--- config.mk ---
export PLATFORM = sky130hd
export DESIGN_NAME = vtc_decoder
export DESIGN_NICKNAME = d
export VERILOG_FILES = /design/src/rtl/vtc_pkg.sv /design/src/rtl/vtc_seq_matcher.sv /design/src/rtl/vtc_flag_regs.sv /design/src/rtl/vtc_sample_pipe.sv /design/src/rtl/vtc_decoder.sv
export SDC_FILE = /design/constraint.sdc
export NUM_CORES = 1
export LEC_CHECK = 0
export ABC_AREA = 1
export BUFFER_PORTS_ARGS = -buffer_cell sky130_fd_sc_hd__buf_2
export CAP_MARGIN = 25
export CORE_MARGIN = 4
export CORE_UTILIZATION = 57
export CTS_CLUSTER_DIAMETER = 40
export DETAILED_ROUTE_END_ITERATION = 12
export PLACE_DENSITY = 0.81
export RECOVER_POWER = 50
export SLEW_MARGIN = 5
export SYNTH_ARGS = -nofsm -noshare
export SYNTH_HDL_FRONTEND = slang
export SYNTH_SLANG_ARGS = --single-unit
--- constraint.sdc ---
create_clock -name clk -period 2 [get_ports clk]
set_input_delay 0.2 -clock clk [delete_from_list [all_inputs] [get_ports clk]]
set_output_delay 0.2 -clock clk [all_outputs]
set_load 0.005 [all_outputs]
--- src/rtl/vtc_pkg.sv ---
// Package: shared constants and the decoded status-word layout for the
// video timing reference decoder. Assumes the preamble is one high marker
// word followed by low marker words, PRE_LEN words in all.
package vtc_pkg;
    localparam int          PRE_LEN = 3;
    localparam logic [7:0]  MARK_HI = 8'hFF;
    localparam logic [7:0]  MARK_LO = 8'h00;

    // Status word as it arrives on the low byte lane.
    typedef struct packed {
        logic       task_b;
        logic       field;
        logic       vert;
        logic       hpos;
        logic [3:0] ext;
    } status_t;
endpackage

--- src/rtl/vtc_seq_matcher.sv ---
// Module: vtc_seq_matcher
// Tracks how much of the timing preamble has been seen on the low byte lane
// and flags the word that follows a complete preamble as a status word.
// Assumes one word per clock; a broken run restarts the count, and a high
// marker word always counts as a fresh start.
module vtc_seq_matcher
    import vtc_pkg::*;
(
    input  logic       clk,
    input  logic       rst_n,
    input  logic [7:0] lane_i,
    output logic       hit_o,
    output status_t    status_o
);
    localparam int CNT_W = $clog2(PRE_LEN + 1);
    localparam logic [CNT_W-1:0] FULL = CNT_W'(PRE_LEN);

    logic [CNT_W-1:0] seen_q;
    logic [CNT_W-1:0] seen_d;
    logic             is_hi;
    logic             is_lo;

    assign is_hi    = (lane_i == MARK_HI);
    assign is_lo    = (lane_i == MARK_LO);
    assign hit_o    = (seen_q == FULL);
    assign status_o = status_t'(lane_i);

    // Next preamble count from the current word.
    always_comb begin
        if (hit_o) begin
            seen_d = '0;
        end else if (seen_q == '0) begin
            seen_d = is_hi ? CNT_W'(1) : '0;
        end else if (is_lo) begin
            seen_d = seen_q + CNT_W'(1);
        end else begin
            seen_d = is_hi ? CNT_W'(1) : '0;
        end
    end

    // Preamble count register.
    always_ff @(posedge clk) begin
        if (!rst_n) seen_q <= '0;
        else        seen_q <= seen_d;
    end
endmodule

--- src/rtl/vtc_flag_regs.sv ---
// Module: vtc_flag_regs
// Holds the task, field and vertical flags and the extended nibble, and
// raises the start and end pulses. Applies the legacy rule (flags move only
// at end codes, no extended flags) or the newer rule (flags move at every
// code). It also works out the stream tag for a line that starts now.
module vtc_flag_regs
    import vtc_pkg::*;
(
    input  logic       clk,
    input  logic       rst_n,
    input  logic       legacy_i,
    input  logic       hit_i,
    input  status_t    status_i,
    output logic       sav_o,
    output logic       eav_o,
    output logic       task_o,
    output logic       field_o,
    output logic       vert_o,
    output logic [3:0] ext_o,
    output logic       sav_now_o,
    output logic       sav_tag_o
);
    logic load_tfv;

    assign sav_now_o = hit_i & ~status_i.hpos;
    assign load_tfv  = hit_i & (status_i.hpos | ~legacy_i);
    // Legacy: a line is blanking data when the held task flag is 0.
    assign sav_tag_o = legacy_i ? ~task_o : status_i.vert;

    // Start and end pulses, one cycle each.
    always_ff @(posedge clk) begin
        if (!rst_n) begin
            sav_o <= 1'b0;
            eav_o <= 1'b0;
        end else begin
            sav_o <= hit_i & ~status_i.hpos;
            eav_o <= hit_i &  status_i.hpos;
        end
    end

    // Task, field and vertical flags under the selected update rule.
    always_ff @(posedge clk) begin
        if (!rst_n) begin
            task_o  <= 1'b0;
            field_o <= 1'b0;
            vert_o  <= 1'b0;
        end else if (load_tfv) begin
            task_o  <= status_i.task_b;
            field_o <= status_i.field;
            vert_o  <= status_i.vert;
        end
    end

    // Extended flags: only meaningful under the newer rule.
    always_ff @(posedge clk) begin
        if (!rst_n)        ext_o <= '0;
        else if (legacy_i) ext_o <= '0;
        else if (hit_i)    ext_o <= status_i.ext;
    end
endmodule

--- src/rtl/vtc_sample_pipe.sv ---
// Module: vtc_sample_pipe
// Delays samples by the preamble length, so that the preamble words of a
// code can be withdrawn once the status word shows they were not video.
// Assumes DEPTH equals the preamble length; one sample per clock.
module vtc_sample_pipe #(
    parameter int DATA_W = 8,
    parameter int DEPTH  = 3
) (
    input  logic              clk,
    input  logic              rst_n,
    input  logic [DATA_W-1:0] sample_i,
    input  logic              hit_i,
    input  logic              sav_i,
    input  logic              sav_tag_i,
    output logic              valid_o,
    output logic [DATA_W-1:0] data_o,
    output logic              tag_o
);
    logic                          in_line_q;
    logic                          line_tag_q;
    logic [DEPTH-1:0][DATA_W-1:0]  st_data;
    logic [DEPTH-1:0]              st_act;
    logic [DEPTH-1:0]              st_tag;

    // Line state: opened by a start code, closed by an end code.
    always_ff @(posedge clk) begin
        if (!rst_n) begin
            in_line_q  <= 1'b0;
            line_tag_q <= 1'b0;
        end else if (hit_i) begin
            in_line_q <= sav_i;
            if (sav_i) line_tag_q <= sav_tag_i;
        end
    end

    // Delay line; a status word withdraws every preamble word in flight.
    always_ff @(posedge clk) begin
        if (!rst_n) begin
            st_data <= '0;
            st_act  <= '0;
            st_tag  <= '0;
        end else begin
            st_data[0] <= sample_i;
            st_act[0]  <= in_line_q & ~hit_i;
            st_tag[0]  <= line_tag_q;
            for (int i = 1; i < DEPTH; i++) begin
                st_data[i] <= st_data[i-1];
                st_act[i]  <= st_act[i-1] & ~hit_i;
                st_tag[i]  <= st_tag[i-1];
            end
        end
    end

    // Output register.
    always_ff @(posedge clk) begin
        if (!rst_n) begin
            valid_o <= 1'b0;
            data_o  <= '0;
            tag_o   <= 1'b0;
        end else begin
            valid_o <= st_act[DEPTH-1] & ~hit_i;
            data_o  <= st_data[DEPTH-1];
            tag_o   <= st_tag[DEPTH-1];
        end
    end
endmodule

--- src/rtl/vtc_decoder.sv ---
// Module: vtc_decoder (top)
// Decodes timing reference codes in an 8- or 16-bit video word stream.
// Assumes the codes travel on bits [7:0]. Any upper lane is sample data only.
module vtc_decoder
    import vtc_pkg::*;
#(
    parameter int DATA_W = 8
) (
    input  logic              clk,
    input  logic              rst_n,
    input  logic              legacy_i,
    input  logic [DATA_W-1:0] sample_i,
    output logic              sav_o,
    output logic              eav_o,
    output logic              task_o,
    output logic              field_o,
    output logic              vblank_o,
    output logic [3:0]        ext_o,
    output logic              data_valid_o,
    output logic [DATA_W-1:0] data_o,
    output logic              tag_vbi_o
);
    logic    hit;
    status_t status;
    logic    sav_now;
    logic    sav_tag;

    vtc_seq_matcher u_match (
        .clk      (clk),
        .rst_n    (rst_n),
        .lane_i   (sample_i[7:0]),
        .hit_o    (hit),
        .status_o (status)
    );

    vtc_flag_regs u_flags (
        .clk       (clk),
        .rst_n     (rst_n),
        .legacy_i  (legacy_i),
        .hit_i     (hit),
        .status_i  (status),
        .sav_o     (sav_o),
        .eav_o     (eav_o),
        .task_o    (task_o),
        .field_o   (field_o),
        .vert_o    (vblank_o),
        .ext_o     (ext_o),
        .sav_now_o (sav_now),
        .sav_tag_o (sav_tag)
    );

    vtc_sample_pipe #(
        .DATA_W (DATA_W),
        .DEPTH  (PRE_LEN)
    ) u_pipe (
        .clk       (clk),
        .rst_n     (rst_n),
        .sample_i  (sample_i),
        .hit_i     (hit),
        .sav_i     (sav_now),
        .sav_tag_i (sav_tag),
        .valid_o   (data_valid_o),
        .data_o    (data_o),
        .tag_o     (tag_vbi_o)
    );
endmodule

==> results of run 1 <==
## synth_stat cells
cell and n:
nand2_1 55, dfxtp_1 53, inv_1 45, nor2_1 20, o21ai_0 6, a21oi_1 5, buf_2 4, inv_2 3
ha_1 2, nor2_4 2, clkbuf_2 1, nand3_1 1, nand4_1 1, o21ai_1 1, o22ai_1 1
## layout make-up
class	instances	area, µm²
multi-input combinational	94	407
tap	31	38.8
inverter	48	180
timing repair buffer	30	151
clock buffer	7	55.1
sequential	53	1060
fill	237	888
## worst max-delay path, stage by stage
cell	delay [ns]
clkbuf_1	0.78
inv_2	0.21
nor2_1	0.20
inv_1	0.09
o22ai_1	0.15
## logic make-up after synthesis
kind of cell,after synthesis,share of synthesized area (%)
AOI/OAI and AO/OA,13,3.96
adders and majority gates,2,1.50
buffers and inverters,53,12.3
DFF,53,63.4
and+or+nand+nor,79,18.8
## routing by layer
layer	up-vias	global-route usage, %	wire (µm)	part of all wire [%]
li1	632	-	-	-
met1	500	17.1	1130	43
met2	44	22.8	1210	46
met3	13	5.95	190	7.3
met4	0	8.94	74	2.8
met5	-	0	0	0
## worst max path at each step
stage / to / start / cells after the start
detailed placement: u_pipe.line_tag_q$_SDFFE_PN0P_ / u_match.seen_q[0]$_SDFF_PP0_ / 7
finish: u_pipe.in_line_q$_SDFFE_PN0P_ / rst_n / 5
floorplan: u_flags.field_o$_SDFFE_PN0P_ / u_match.seen_q[0]$_SDFF_PP0_ / 4
global route: u_pipe.in_line_q$_SDFFE_PN0P_ / rst_n / 5
CTS: u_pipe.line_tag_q$_SDFFE_PN0P_ / u_match.seen_q[0]$_SDFF_PP0_ / 7
global placement: u_pipe.line_tag_q$_SDFFE_PN0P_ / u_match.seen_q[0]$_SDFF_PP0_ / 7
## power groups by stage
stage	combinational, mW	clock (mW)	sequential [mW]
final	0.0663	0.455	1.08
after global routing	0.0757	0.527	1.09
after CTS	0.0658	0.472	1.08
after detailed placement	0.0652	0	1.11
after global placement	0.0635	0	1.11
after floorplan	0.0394	0	1.11
## state kept, by name, indices dropped and copies added (netlist names)
signal,flops
u_match.seen_q,2
u_pipe.data_o,8
u_flags.ext_o,4
u_pipe.st_data,24
u_pipe.st_tag,3
u_pipe.in_line_q,1
u_flags.field_o,1
u_pipe.valid_o,1
u_flags.task_o,1
u_flags.sav_o,1
u_flags.vert_o,1
u_pipe.line_tag_q,1
u_flags.eav_o,1
u_pipe.st_act,3
u_pipe.tag_o,1
==> flow_metrics.env, run 1 <==
export IMPL_drt_total_wl_mm=2.60
export IMPL_drt_first_pass_iters=5
export IMPL_cts_buffers=5
export IMPL_fin_tns_setup_ns=0
export IMPL_cp_max_fo=26
export IMPL_final_cell_mix="55 x nand2_1, 53 x dfxtp_1, 45 x inv_1"
export IMPL_hp_class="in2reg"
export IMPL_peakVddDrop_mv=0.698
export IMPL_rsz0062_at_grt="false"
export IMPL_worstPathArrival_ns=1.63
export IMPL_grt_pass1_vias=1087
export IMPL_yosysSeqAreaShare_pct=63.4
export IMPL_endpoint_kind="register"
export IMPL_htreeDepth=2
export IMPL_gp_congestion=0.872
export IMPL_ant_nets=0
export IMPL_tightest_slew_ns=1.08
export IMPL_finalHoldViolations=0
export IMPL_power_switching_uw=337
export IMPL_p_int_mw=1.27
export IMPL_overflow=0
export IMPL_reg2reg_from="u_match.seen_q[0]$_SDFF_PP0_"
export IMPL_fin_util_pct=68.1
export IMPL_die_area_um2=3870
export IMPL_nets=245
export IMPL_ys_ff_latch=53
export IMPL_final_setup_viol_count=0
export IMPL_wire_per_inst_um=9.90
export IMPL_synthToLayoutAreaGrowth_pct=13.2
export IMPL_grt_start_max_net_pins=27
export IMPL_r2r_cells=7
export IMPL_avgSynthCellArea_um2=8.36
export IMPL_whs_endpoint="u_pipe.st_data[6]$_SDFF_PN0_"
export IMPL_combinationalPowerShare_pct=4.1
export IMPL_synth_area_leaders="dfxtp_1 63%, nand2_1 12%, inv_1 10%"
export IMPL_setup_ws_ns=0.656
export IMPL_postCtsSetupBuffers=0
export IMPL_placementRows=19
export IMPL_ys_types=15
export IMPL_ctsHoldBuffers=0
export IMPL_fin_crit_ns=1.34
export IMPL_track_usage_pct=14.8
export IMPL_rrSetupSlack_ns=0.71
export IMPL_root_buffer="clkbuf_4"
export IMPL_stdcell_area_um2=1890
export IMPL_r2r_end="u_pipe.line_tag_q$_SDFFE_PN0P_"
export IMPL_status="finished clean"
export IMPL_grt_pass1_wl_mm=4.56
export IMPL_diodes=0
export IMPL_crit_type="in2reg"
export IMPL_drt_iter0_drc=50
export IMPL_place_worst_setup_slack_ns=0.766
export IMPL_syn_area_um2=1670
export IMPL_whs_path_depth=3
export IMPL_dp_cells=256
export IMPL_cts_tree="built"
export IMPL_power_per_cell_area_nw_per_um2=847
export IMPL_switching_share_pct=21.0
export IMPL_clkTransAtPathRegs_ns=0.13
export IMPL_core_area_um2=2780
export IMPL_ioPinCount=30
export IMPL_port_buffers=29
export IMPL_synthesis_nets=213
export IMPL_netlist_instances=200
export IMPL_yosysTopAreaCell="dfxtp_1"
export IMPL_place_area_um2=1840
export IMPL_hp_start="sample_i[6]"
export IMPL_required_ns=2.29
export IMPL_drv_slew=0
export IMPL_slew_limit_headroom_pct=28.0
export IMPL_cts_resized=0
export IMPL_antenna_found_initial=0
export IMPL_synth_top_area_share_pct=63.4
export IMPL_fin_skew_ns=0.00553
export IMPL_drv_cap=0
export IMPL_clock_latency_ns=0.35
export IMPL_cts_buffer_depth=2
export IMPL_fin_hold_ws_ns=0.0679
export IMPL_final_common_cell="nand2_1"
export IMPL_stdcell_count=263
export IMPL_die_h_um=62.2
export IMPL_fmax_ghz=0.744
export IMPL_via_count=1189
export IMPL_start_util_pct=60.1
export IMPL_finalPower_mw=1.60
export IMPL_crit_path_start_kind="input port"
export IMPL_die_w_um=62.2
export IMPL_finalCritPeriodShare_pct=67.2
export IMPL_drive_gt1_share_pct=17.2
export IMPL_synth_warnings=0
export IMPL_cts_sinks=53
export IMPL_drcViolationCount=0
export IMPL_power_frac_clock_pct=28.4
export IMPL_p_leak_nw=1.12
export IMPL_dp_hpwl_mm=1.87
export IMPL_power_frac_seq_pct=67.5
export IMPL_via_per_inst=4.52
(Power assumes the default switching activity.)
==> run 2, diff against run 1 <==
--- a/config.mk
+++ b/config.mk
@@ -5,14 +5,14 @@
 export SDC_FILE = /design/constraint.sdc
 export NUM_CORES = 1
 export LEC_CHECK = 0
-export ABC_AREA = 1
+export ABC_AREA = 0
 export BUFFER_PORTS_ARGS = -buffer_cell sky130_fd_sc_hd__buf_2
 export CAP_MARGIN = 25
 export CORE_MARGIN = 4
-export CORE_UTILIZATION = 57
+export CORE_UTILIZATION = 52
 export CTS_CLUSTER_DIAMETER = 40
 export DETAILED_ROUTE_END_ITERATION = 12
-export PLACE_DENSITY = 0.81
+export PLACE_DENSITY = 0.75
 export RECOVER_POWER = 50
 export SLEW_MARGIN = 5
 export SYNTH_ARGS = -nofsm -noshare
==> constraint.sdc (replaced) <==
create_clock -name clk -period 1.3 [get_ports clk]
set_input_delay 0.13 -clock clk [delete_from_list [all_inputs] [get_ports clk]]
set_output_delay 0.13 -clock clk [all_outputs]
set_load 0.005 [all_outputs]
==> flow_metrics.env, run 2 <==
export IMPL_cts_tree="built"
export IMPL_largest_reg_flops=24
export IMPL_ioPinCount=30
export IMPL_cts_sinks=53
export IMPL_yosysTopAreaCell="dfxtp_1"
export IMPL_cts_resized=0
export IMPL_async_flop_share_pct=0
export IMPL_final_setup_viol_count=0
export IMPL_stdcell_count=222
export IMPL_cts_buffer_depth=2
export IMPL_slew_limit_headroom_pct=45.5
export IMPL_fmax_ghz=0.846
export IMPL_track_usage_pct=13.6
export IMPL_final_common_cell="dfxtp_1"
export IMPL_avgSynthCellArea_um2=11.4
export IMPL_rsz0062_at_grt="false"
export IMPL_netlist_instances=144
export IMPL_syn_area_um2=1640
export IMPL_worstPathArrival_ns=1.43
export IMPL_slowest_stage="dfxtp_1"
export IMPL_die_w_um=64.1
export IMPL_regMostFlops="u_pipe.st_data"
export IMPL_synth_warnings=0
export IMPL_fin_skew_ns=0.00958
export IMPL_drive_gt1_share_pct=23.6
export IMPL_diodes=0
export IMPL_grt_pass1_wl_mm=4.20
export IMPL_status="finished clean"
export IMPL_setup_ws_ns=0.118
export IMPL_critical_path_cell_chain="ha_1 > buf_4 > mux2i_1 > nor2_1"
export IMPL_via_count=1018
export IMPL_core_area_um2=3030
export IMPL_finalHoldViolations=0
export IMPL_port_buffers=29
export IMPL_gp_congestion=0.835
export IMPL_p_leak_nw=0.798
export IMPL_cp_max_fo=8
export IMPL_drt_first_pass_iters=4
export IMPL_clock_latency_ns=0.36
export IMPL_largestRegisters="u_pipe.st_data: 24 flops, u_pipe.data_o: 8 flops, u_flags.ext_o: 4 flops"
export IMPL_drt_iter0_drc=15
export IMPL_endpoint_kind="register"
export IMPL_wire_per_inst_um=10.7
export IMPL_crit_type="reg2reg"
export IMPL_finalPower_mw=2.44
export IMPL_max_stage_delay_ns=0.38
export IMPL_synth_top_area_share_pct=64.8
export IMPL_stdcell_area_um2=1880
export IMPL_hp_class="in2reg"
export IMPL_place_worst_setup_slack_ns=0.154
export IMPL_drcViolationCount=0
export IMPL_dp_cells=214
export IMPL_required_ns=1.55
export IMPL_grt_start_max_net_pins=24
export IMPL_drv_slew=0
export IMPL_finalCritPeriodShare_pct=90.9
export IMPL_synthToLayoutAreaGrowth_pct=14.7
export IMPL_drt_total_wl_mm=2.38
export IMPL_overflow=0
export IMPL_die_area_um2=4110
export IMPL_crit_path_start_kind="register"
export IMPL_nets=191
export IMPL_dp_hpwl_mm=1.70
export IMPL_start_util_pct=54.1
export IMPL_synth_area_leaders="dfxtp_1 65%, and2_1 15%, mux2i_1 3.1%"
export IMPL_power_per_cell_area_nw_per_um2=1300
export IMPL_synth_most_common_cell="dfxtp_1"
export IMPL_grt_pass1_vias=978
export IMPL_clkTransAtPathRegs_ns=0.13
export IMPL_ys_flop_type="dfxtp_1"
export IMPL_fin_hold_ws_ns=0.0288
export IMPL_synth_edff_count=0
export IMPL_htreeDepth=2
export IMPL_via_per_inst=4.59
export IMPL_die_h_um=64.1
export IMPL_fin_util_pct=62.1
export IMPL_ys_ff_latch=53
export IMPL_synth_common_cells="53 x dfxtp_1, 39 x and2_1, 8 x nor2_1"
export IMPL_fin_crit_ns=1.18
export IMPL_root_buffer="clkbuf_4"
export IMPL_ant_nets=0
export IMPL_place_area_um2=1820
export IMPL_synthesis_nets=157
export IMPL_drv_cap=0
export IMPL_peakVddDrop_mv=0.686
export IMPL_ys_types=28
export IMPL_final_cell_mix="53 x dfxtp_1, 28 x buf_2, 26 x and2_1"
export IMPL_fin_tns_setup_ns=0
export IMPL_yosysSeqAreaShare_pct=64.8
export IMPL_tightest_slew_ns=0.818
export IMPL_placementRows=20
export IMPL_cts_buffers=5
export IMPL_antenna_found_initial=0
## run 2: per-layer routing
layer	global-route usage (%)	share of wire, %	vias to the layer above
li1	-	-	526
met1	15.0	42	440
met2	21.2	45	40
met3	6.50	9.5	12
met4	7.92	3.5	0
met5	0	0	-
## run 2: repair_timing
item,CTS,global route
hold buffers,1,0
endpoints found under the hold margin,1,0
buffers inserted,0,0
setup endpoints to repair,0,0
## run 2: area by class of cell
type | count | area (µm²)
clock buffers | 7 | 55.1
fillers | 250 | 1150
inverters | 5 | 18.8
multi-input cells | 81 | 523
flip-flops and latches | 53 | 1060
well taps | 44 | 55.1
repair buffers | 32 | 166
## run 2: critical path, delay by kind of cell, from the launching register on
kind | cells | cell delay (ns)
DFF | 1 | 0.38
adders and majority gates | 1 | 0.25
buffers and inverters | 1 | 0.20
and+or+nand+nor | 1 | 0.06
muxes | 1 | 0.19
## run 2: report_power, final
part / total [mW] / switching (mW) / internal, mW / leakage (nW)
clock network: 0.691 / 0.435 / 0.256 / 0.0314
logic: 0.0893 / 0.0497 / 0.0396 / 0.335
registers: 1.66 / 0.00594 / 1.66 / 0.431
## run 2: worst paths after layout
kind                                start  cells past startpoint                             to  slack [ns]
max          u_match.seen_q[0]$_SDFF_PP0_                      4  u_flags.ext_o[2]$_SDFFE_PP0P_        0.12
max reg2reg  u_match.seen_q[0]$_SDFF_PP0_                      4  u_flags.ext_o[2]$_SDFFE_PP0P_        0.12
min reg2reg  u_pipe.st_data[3]$_SDFF_PN0_                      1  u_pipe.st_data[11]$_SDFF_PN0_        0.44
min                           sample_i[0]                      2   u_pipe.st_data[0]$_SDFF_PN0_        0.03
## run 2: kinds of logic (layout without fill, tap and decap cells)
family / count (synthesis) / after routing / synth area share (%)
buffers and inverters: 10 / 44 / 3.28
AO/OA/AOI/OAI: 9 / 9 / 3.51
multiplexers: 5 / 5 / 3.06
AND/OR/NAND/NOR: 65 / 65 / 23.8
adder cells (fa/ha/maj): 2 / 2 / 1.53
flip-flops: 53 / 53 / 64.8
